===== config.mk =====
export PLATFORM = sky130hd
export DESIGN_NAME = des_rev_subkey_gen
export DESIGN_NICKNAME = d
export VERILOG_FILES = /design/src/rtl/des_ks_pkg.sv /design/src/rtl/des_ks_pc1.sv /design/src/rtl/des_ks_pc2.sv /design/src/rtl/des_ks_halves.sv /design/src/rtl/des_rev_subkey_gen.sv
export SDC_FILE = /design/constraint.sdc
export NUM_CORES = 1
export LEC_CHECK = 0
export CORE_UTILIZATION = 54
export DETAILED_ROUTE_END_ITERATION = 7
export GPL_TIMING_DRIVEN = 0
export PLACE_DENSITY = 0.81
export SYNTH_ARGS = -nofsm -noshare
export SYNTH_HDL_FRONTEND = slang
export SYNTH_HIERARCHICAL = 1
export SYNTH_SLANG_ARGS = --single-unit

===== constraint.sdc =====
create_clock -name clk -period 2.44 [get_ports clk]
set_input_delay 0.366 -clock clk [delete_from_list [all_inputs] [get_ports clk]]
set_output_delay 0.366 -clock clk [all_outputs]
set_load 0.05 [all_outputs]

===== src/rtl/des_ks_pkg.sv =====
// Package: constants, permutation tables and rotation helpers for the
// DES subkey generator. Table entries use DES numbering (bit 1 = MSB).
package des_ks_pkg;

    localparam int KEY_W   = 64;
    localparam int HALF_W  = 28;
    localparam int CD_W    = 2 * HALF_W;
    localparam int SUBK_W  = 48;
    localparam int ROUNDS  = 16;
    localparam int IDX_W   = $clog2(ROUNDS);

    // Key-bit selection (PC-1): output bit i+1 takes key bit PC1_TAB[i].
    localparam int PC1_TAB [CD_W] = '{
        57, 49, 41, 33, 25, 17,  9,
         1, 58, 50, 42, 34, 26, 18,
        10,  2, 59, 51, 43, 35, 27,
        19, 11,  3, 60, 52, 44, 36,
        63, 55, 47, 39, 31, 23, 15,
         7, 62, 54, 46, 38, 30, 22,
        14,  6, 61, 53, 45, 37, 29,
        21, 13,  5, 28, 20, 12,  4
    };

    // Subkey compression (PC-2): output bit i+1 takes C||D bit PC2_TAB[i].
    localparam int PC2_TAB [SUBK_W] = '{
        14, 17, 11, 24,  1,  5,
         3, 28, 15,  6, 21, 10,
        23, 19, 12,  4, 26,  8,
        16,  7, 27, 20, 13,  2,
        41, 52, 31, 37, 47, 55,
        30, 40, 51, 45, 33, 48,
        44, 49, 39, 56, 34, 53,
        46, 42, 50, 36, 29, 32
    };

    // True when the left shift before zero-based round r is two bits.
    function automatic logic shift_is_double(input logic [IDX_W-1:0] r);
        return !(r == 4'd0 || r == 4'd1 || r == 4'd8 || r == 4'd15);
    endfunction

    // Rotate one half by one or two positions, left or right (MSB = bit 1).
    function automatic logic [HALF_W-1:0] rot_half(input logic [HALF_W-1:0] x,
                                                   input logic two,
                                                   input logic left);
        if (left)
            return two ? {x[HALF_W-3:0], x[HALF_W-1:HALF_W-2]}
                       : {x[HALF_W-2:0], x[HALF_W-1]};
        else
            return two ? {x[1:0], x[HALF_W-1:2]}
                       : {x[0], x[HALF_W-1:1]};
    endfunction

endpackage


===== src/rtl/des_ks_pc1.sv =====
// Module: des_ks_pc1
// Pure wiring that selects the 56 key bits from a 64-bit key (PC-1).
// Assumes key bit 1 sits at the MSB; parity bits are simply not routed.
module des_ks_pc1
    import des_ks_pkg::*;
(
    input  logic [KEY_W-1:0] key_i,
    output logic [CD_W-1:0]  cd_o
);
    // One wire per selected bit, placed by the PC-1 table.
    for (genvar g = 0; g < CD_W; g++) begin : g_sel
        assign cd_o[CD_W-1-g] = key_i[KEY_W-PC1_TAB[g]];
    end
endmodule


===== src/rtl/des_ks_pc2.sv =====
// Module: des_ks_pc2
// Pure wiring that compresses the 56-bit C||D state into a 48-bit
// subkey (PC-2). Assumes C occupies the upper 28 bits, bit 1 at MSB.
module des_ks_pc2
    import des_ks_pkg::*;
(
    input  logic [CD_W-1:0]   cd_i,
    output logic [SUBK_W-1:0] subkey_o
);
    // One wire per subkey bit, placed by the PC-2 table.
    for (genvar g = 0; g < SUBK_W; g++) begin : g_sel
        assign subkey_o[SUBK_W-1-g] = cd_i[CD_W-PC2_TAB[g]];
    end
endmodule


===== src/rtl/des_ks_halves.sv =====
// Module: des_ks_halves
// Holds the two 28-bit halves, the round index and the captured mode.
// A load installs the halves ready for the first subkey of the chosen
// order; each advance rotates them left (encrypt) or right (decrypt).
// Assumes load has priority over advance; reset is synchronous, active low.
module des_ks_halves
    import des_ks_pkg::*;
(
    input  logic              clk,
    input  logic              rst_n,
    input  logic              load_i,
    input  logic              decrypt_i,
    input  logic              advance_i,
    input  logic [CD_W-1:0]   pc1_cd_i,
    output logic [CD_W-1:0]   cd_o,
    output logic [IDX_W-1:0]  round_o
);
    logic [HALF_W-1:0] c_q, d_q;
    logic [IDX_W-1:0]  round_q;
    logic              dec_q;
    logic              step_two;
    logic [IDX_W-1:0]  shift_round;

    // Choose the shift size: encrypt looks ahead one round, decrypt undoes
    // the shift of the round just served.
    always_comb begin
        shift_round = dec_q ? ~round_q : round_q + 4'd1;
        step_two    = shift_is_double(shift_round);
    end

    // Load, rotate or hold the key state and the round index.
    always_ff @(posedge clk) begin
        if (!rst_n) begin
            c_q     <= '0;
            d_q     <= '0;
            round_q <= '0;
            dec_q   <= 1'b0;
        end else if (load_i) begin
            dec_q   <= decrypt_i;
            round_q <= '0;
            if (decrypt_i) begin
                c_q <= pc1_cd_i[CD_W-1:HALF_W];
                d_q <= pc1_cd_i[HALF_W-1:0];
            end else begin
                c_q <= rot_half(pc1_cd_i[CD_W-1:HALF_W], 1'b0, 1'b1);
                d_q <= rot_half(pc1_cd_i[HALF_W-1:0], 1'b0, 1'b1);
            end
        end else if (advance_i) begin
            round_q <= round_q + 4'd1;
            c_q     <= rot_half(c_q, step_two, !dec_q);
            d_q     <= rot_half(d_q, step_two, !dec_q);
        end
    end

    assign cd_o    = {c_q, d_q};
    assign round_o = round_q;

    // the index steps by one on each advance, wrapping at 16.
    a_r5_index_step: assert property (@(posedge clk) disable iff (!rst_n)
        (advance_i && !load_i) |=> (round_q == $past(round_q) + 4'd1));

    // a load always restarts the index at zero.
    a_r6_load_clears: assert property (@(posedge clk) disable iff (!rst_n)
        load_i |=> (round_q == '0));

    // an idle cycle leaves halves and index untouched.
    a_r8_idle_hold: assert property (@(posedge clk) disable iff (!rst_n)
        (!load_i && !advance_i) |=> ($stable(c_q) && $stable(d_q) && $stable(round_q)));

    // an advance is a pure rotation, so each half keeps its bit weight.
    a_r3_rotation_weight: assert property (@(posedge clk) disable iff (!rst_n)
        (advance_i && !load_i) |=>
        ($countones(c_q) == $countones($past(c_q)) &&
         $countones(d_q) == $countones($past(d_q))));

    // the captured mode changes only on a load.
    a_r7_mode_held: assert property (@(posedge clk) disable iff (!rst_n)
        !load_i |=> $stable(dec_q));

endmodule


===== src/rtl/des_rev_subkey_gen.sv =====
// Module: des_rev_subkey_gen (top)
// On-the-fly DES subkey source for either round order. Wires PC-1 into
// the half-state registers and PC-2 out of them; the subkey is purely
// combinational from the registered halves, so there is no stored table.
// Assumes the datapath raises advance_i once per round after a load.
module des_rev_subkey_gen
    import des_ks_pkg::*;
(
    input  logic              clk,
    input  logic              rst_n,
    input  logic              load_i,
    input  logic              decrypt_i,
    input  logic [KEY_W-1:0]  key_i,
    input  logic              advance_i,
    output logic [SUBK_W-1:0] subkey_o,
    output logic [IDX_W-1:0]  round_o
);
    logic [CD_W-1:0] pc1_cd;
    logic [CD_W-1:0] cur_cd;

    des_ks_pc1 u_pc1 (
        .key_i (key_i),
        .cd_o  (pc1_cd)
    );

    des_ks_halves u_halves (
        .clk       (clk),
        .rst_n     (rst_n),
        .load_i    (load_i),
        .decrypt_i (decrypt_i),
        .advance_i (advance_i),
        .pc1_cd_i  (pc1_cd),
        .cd_o      (cur_cd),
        .round_o   (round_o)
    );

    des_ks_pc2 u_pc2 (
        .cd_i     (cur_cd),
        .subkey_o (subkey_o)
    );

    // one cycle out of reset the index reads zero.
    a_r1_reset_index: assert property (@(posedge clk)
        !rst_n |=> (round_o == '0));

endmodule


# After elaboration in Yosys (flattened, before gate mapping)
# Cells that the tools add are included.
# word_totals
wordCells	29
reg_bits	61
# op_classes
muxes	13
n_eq_ne	3
n_reduce_logical	6
add_sub_neg	1
bitwise	2
# ops
operator	n
two-way mux 28 bit	12
equality test 4 bit (second input constant)	2
adder 4 x 1 -> 4 bit (second input constant)	1
equality test 4 x 1 -> 1 bit (second input constant)	1
zero test 4 bit	1
two-way mux 4 bit	1
inverter 4 bit	1
logical OR 1 bit	3
nonzero test 2 bit	1
OR reduction 2 bit	1
inverter 1 bit	1

# Depth between registers and ports, before layout
# Gate-level depths: netlist of run 1.
# depth
depth_word	10
mapped_depth	10
ltp_nobuf	7

# By module
# The synthesis of run 1 kept the hierarchy.
# modules_own_cells
mod	area_per_inst_um2	cells_per_inst	instances	seq_area_each_um2
des_ks_halves	5856.9	771	1	1221.2
des_ks_pc1	420.4	56	1	0.0
des_ks_pc2	360.3	48	1	0.0

# Least setup slack after synthesis of run 1
# Ideal clock, no wire load.
# synth_timing
path_kind	register to register
start	register u_halves.round_q[0] (netlist: u_halves/round_o[0])
end	register u_halves.d_q[17]
t_required_ps	2311
n_path_buf	2
setup_ps	129
path_slack_ps	-107
stages_incl_launch_ff	10
arrival_time_ps	2419
synth_period_minus_slack_ps	2547
path_cell_list	dfxtp_1 > ha_1 > nand2b_1 > a21oi_1 > a221o_1 > buf_6 > buf_6 > mux2_1 > a221oi_2 > a31oi_1
# synth_between
elab_chain_len	10
word_cells_on_any_way	15
# synth_rtl
element	line_no	rtl
start: declaration	des_ks_halves.sv:19	logic [IDX_W-1:0] round_q;
start signal: assignment	des_ks_halves.sv:49	round_q <= round_q + 4'd1;
adder 4 x 1 -> 4 bit or inverter 4 bit (tied branches)	des_ks_halves.sv:27	shift_round = dec_q ? ~round_q : round_q + 4'd1;
two-way mux 4 bit *	des_ks_halves.sv:27	
equality test 4 x 1 -> 1 bit or zero test 4 bit (tied branches)	des_ks_pkg.sv:38	return !(r == 4'd0 || r == 4'd1 || r == 4'd8 || r == 4'd15);
logical OR 1 bit (2 in a row)	des_ks_pkg.sv:38	
logical OR 1 bit *	des_ks_pkg.sv:38	
two-way mux 28 bit (on tied branches)	des_ks_pkg.sv:46, des_ks_pkg.sv:49	
two-way mux 28 bit *	des_ks_pkg.sv:45	if (left)
two-way mux 28 bit *	des_ks_halves.sv:48	end else if (advance_i) begin
two-way mux 28 bit *	des_ks_halves.sv:38	end else if (load_i) begin
end signal: assignment	des_ks_halves.sv:43	d_q <= pc1_cd_i[HALF_W-1:0];
end signal: assignment	des_ks_halves.sv:46	d_q <= rot_half(pc1_cd_i[HALF_W-1:0], 1'b0, 1'b1);
end signal: assignment	des_ks_halves.sv:51	d_q <= rot_half(d_q, step_two, !dec_q);
end: declaration	des_ks_halves.sv:18	logic [HALF_W-1:0] c_q, d_q;
# Every way passes the cells marked *; elsewhere a longest branch is shown, timed or not. The select of a mux whose other input is x is not followed.
# A chain may end at the register's enable or synchronous reset.

# Final worst setup path of run 1
# layout_timing
start	register u_halves.round_q[0] (netlist: u_halves/round_o[0])
end	register u_halves.c_q[1]
# layout_between
elab_chain_len	10
word_cells_on_any_way	15
# layout_rtl
element	line_no	rtl
adder 4 x 1 -> 4 bit or inverter 4 bit (tied branches)	des_ks_halves.sv:27	
two-way mux 4 bit *	des_ks_halves.sv:27	
equality test 4 x 1 -> 1 bit or zero test 4 bit (tied branches)	des_ks_pkg.sv:38	
logical OR 1 bit (2 in a row)	des_ks_pkg.sv:38	
logical OR 1 bit *	des_ks_pkg.sv:38	
two-way mux 28 bit (on tied branches)	des_ks_pkg.sv:46, des_ks_pkg.sv:49	
two-way mux 28 bit *	des_ks_pkg.sv:45	
two-way mux 28 bit *	des_ks_halves.sv:48	
two-way mux 28 bit *	des_ks_halves.sv:38	
end signal: assignment	des_ks_halves.sv:42	c_q <= pc1_cd_i[CD_W-1:HALF_W];
end signal: assignment	des_ks_halves.sv:45	c_q <= rot_half(pc1_cd_i[CD_W-1:HALF_W], 1'b0, 1'b1);
end signal: assignment	des_ks_halves.sv:50	c_q <= rot_half(c_q, step_two, !dec_q);
end: declaration	des_ks_halves.sv:18	
# Marked as above.

==> summary.txt, run 1 <==
Placed design
  – DPL Wire Length: roughly 15000 um
  – # port buffers: 53
  – GPL Wtd Cong: ~0.95
  – Pre-CTS WS: -0.2874 ns

Power
  – Reg power frac: 0.306
  – Max VDD drop: between 0.0003 and 0.0004 V
  – Net switching power: around 1600 uW
  – Net Sw Frac: 0.3894
  – Comb pwr share: 0.392
  – Clock share of power: 0.302
  – Power per cell area: roughly 540 nW/um^2
  – Leak pwr: around 0.0032 uW
  – Int Pwr: approximately 2500 uW

STA
  – Hold slack: roughly 0.44 ns
  – Skew final: ~0.0058 ns
  – RSZ-0062 raised after global routing: true
  – Final Max Slew Viols: 0
  – Max_slew headroom: 0.3339
  – Tcrit/Tclk final: 1.004
  – Final min period: between 2 and 2.5 ns
  – Fin. Hold Viols: 0
  – FMAX: slightly above 400 MHz
  – Setup-failing EPs final: 1
  – Final WS setup: -0.009283 ns
  – Measured slew at the worst slew-check pin: between 0.9 and 1 ns

Drt
  – Detail Route Antenna Nets: 0
  – Highest Signal Layer: met4
  – Total wire length: between 20000 and 25000 um
  – Drt initial violations: between 800 and 900
  – DRC viols: 1
  – WL per Instance: 20.45 um
  – Met2 WL: 10020 um
  – Via count: about 7.3k
  – M1 wire length: roughly 8800 um
  – First-pass DRT Iterations: 8
  – Avg Vias per Cell: between 6 and 7
  – Routed length on met3: ~2500 um

Logic synthesis
  – Most common cell in the netlist: nand2_1
  – Mapped Area: approximately 6600 um^2
  – Sequential area share after synthesis: 0.1840
  – Synth top area share: 0.1840
  – Synth area leader: dfxtp_1
  – Adder-Cell Fraction of Synth Area: 0.001885
  – Multiplexer share of the synthesized area: 0.2023
  – Top cells by area, synth: dfxtp_1, buf_4, mux2i_1, nand3_1, a221oi_2
  – Largest family of logic cells by synthesized area: compound AO/OA/AOI/OAI gates
  – Yosys Warn Count: 6
  – Cell count after synthesis: 875
  – Compound-Gate Fraction of Synth Area: 0.2618
  – Ys async rst share: 0
  – Syn Nets: ~950
  – Post-synth EDFFs: 0
  – Top_reg_cell synth: dfxtp_1
  – Post-Syn Area per Cell: between 7 and 8 um^2
  – Simple-Gate Fraction of Synth Area: 0.1672
  – Synthesized flop and latch total: 61
  – Post-synthesis cell type count: 35
  – Synth Area in XOR/XNOR: 0.005278
  – Post-synth top cells: nand2_1, nand3_1, buf_4

Clock tree
  – Skew-Pair Late Insertion Delay: about 0.33 ns
  – Worst-case clock buffer depth: 2
  – Root buffer cell: clkbuf_16
  – Clock Sinks: 61
  – Worst-path clk slew: ~0.06 ns
  – Number of CTS-inserted buffers: 9
  – CTS tree: yes
  – Maximum level of the CTS H-tree: 3

Setup path
  – Setup crit end kind: flop
  – Required @ worst endpoint: approximately 2.6 ns
  – Kind of critical path: flop to flop
  – Worst R2R Setup Slack: -0.009 ns
  – Crit Path Max Fanout: 10
  – CP peak stage delay: about 0.56 ns
  – Slowest CP cell: clkbuf_1
  – Worst-path cell chain: ha_2 > xor2_1 > a21oi_4 > clkbuf_1 > o21ai_0 > a221oi_1 > a31oi_1
  – CP Launch Type: flop
  – Worst EP arrival: ~2.6 ns

Layout
  – Layout cells sized above 1: 0.2487
  – Fin nets: 1011
  – Layout area overhead: 16.49%
  – Diode count: 0

Global route
  – Grt total ovfl: 0
  – Initial antenna violation count: 0
  – Tot GR Track Use: 0.3432
  – Largest net degree at the start of global routing: 11
  – First-pass GRT wire length: around 35000 um
  – Number of global-route vias before repair: between 6k and 7k

Outcome
  – Failing checks: design-rule violations, negative setup slack
  – Status: finished with violations

Die
  – Die ar.: 12740 um^2
  – Core area: about 12000 um^2
  – Die height: ~110 um
  – Site row count: 40
  – Initial Util: 0.5526
  – Die Span X: approximately 110 um
  – I/O pins: between 100 and 150

Run
  – Max-Cap Viols: 0

Hold path
  – HP Class: primary input to flop
-- registers in the layout, indices dropped and copies added, names as in the netlist --
signal	count
u_halves/c_q	28
u_halves/d_q	28
u_halves/round_o	4
u_halves/dec_q	1
-- layout by cell type, fill, tap and decap left out, types with 2 or more instances in the layout --
master,instances
nand2_1,119
nand3_1,110
buf_4,106
a21oi_1,72
o21ai_0,63
dfxtp_1,59
a31oi_1,58
mux2i_1,57
clkdlybuf4s50_1,53
clkbuf_1,52
a221oi_2,35
mux2_4,32
buf_2,18
mux2_1,18
a211oi_1,15
clkbuf_16,9
mux2_2,7
nor2_1,6
buf_6,5
clkbuf_2,5
inv_1,4
nand2b_1,4
a221oi_1,4
clkinv_2,3
nor2b_1,3
and2_1,2
xor2_1,2
buf_1,2
clkbuf_4,2
xnor2_1,2
-- path summary, 6_finish.rpt --
kind | end | from | cells after the start
max reg2reg | u_halves/c_q[1] | u_halves/round_o[0] | 7
max | u_halves/c_q[1] | u_halves/round_o[0] | 7
min | u_halves/c_q[26] | rst_n | 3
min reg2reg | u_halves/d_q[23] | u_halves/d_q[21] | 2
-- what timing repair did --
action / CTS / global route
cloned: 0 / 1
endpoints found under the setup margin: 41 / 53
setup buffers: 0 / 1
pin swaps: 0 / 1
hold buffers: 0 / 0
gates resized for setup: 6 / 20
-- through the flow --
stage	TNS, ns	power (uW)	utilization	std cells	cell area [um^2]
floorplan	0	2424	-	875	6640
global placement	-6.461	2819	0.6123	1075	7355
detailed placement	-7.278	2839	0.6123	1075	7355
CTS	0	4074	0.6365	1090	7645
global route	-0.07000	4291	0.6438	1092	7732
finish	-0.009283	4160	0.6438	1092	7732
-- per-layer routing --
metal  vias up  global-route usage
li1       3236                   -
met1      3354              0.4426
met2       571              0.5420
met3       114             0.05196
met4         0              0.2088
met5         -                   0
-- layout make-up --
type	count	area, um^2
multi-input combinational	621	4288
fill	1080	4279
sequential	61	1226
buffer	189	1189
timing repair buffer	55	549.3
clock buffer	10	229.0
tap	147	183.9
clock inverter	5	52.55
inverter	4	15.01
-- critical path, delay by kind of cell, from the launching register on --
family	cells	cell delay [ns]
compound gates	4	0.98
xor+xnor	1	0.18
fa+ha+maj	1	0.22
buf+inv	1	0.56
flops	1	0.37
-- cells by family after synthesis --
| family | count (synthesis) |
|---|---|
| xor gates and xnor gates | 4 |
| and+or+nand+nor | 249 |
| adders and majority gates | 1 |
| DFF | 61 |
| buffers and inverters | 193 |
| muxes | 115 |
| AOI/OAI and AO/OA | 252 |
-- power by group through the flow --
stage / registers (uW) / clock network, uW / logic (uW)
2_1_floorplan: 1230 / 0 / 1200
3_3_place_gp: 1280 / 0 / 1530
3_5_place_dp: 1290 / 0 / 1550
4_1_cts: 1270 / 1240 / 1560
5_1_grt: 1290 / 1290 / 1710
6_report: 1270 / 1260 / 1630
No activity file was read; power rests on OpenSTA's default activity.
==> run 2: changes to the inputs <==
Settings changed: CTS_CLUSTER_DIAMETER set to 40.
==> results of run 2 <==
The final DEF is identical to that of run 1; final timing and power are the same.
==> run 3: changes to the inputs <==
Settings changed: CTS_CLUSTER_DIAMETER 40 to not set.
==> results of run 3 <==
The final DEF is identical to that of run 1; final timing and power are the same.
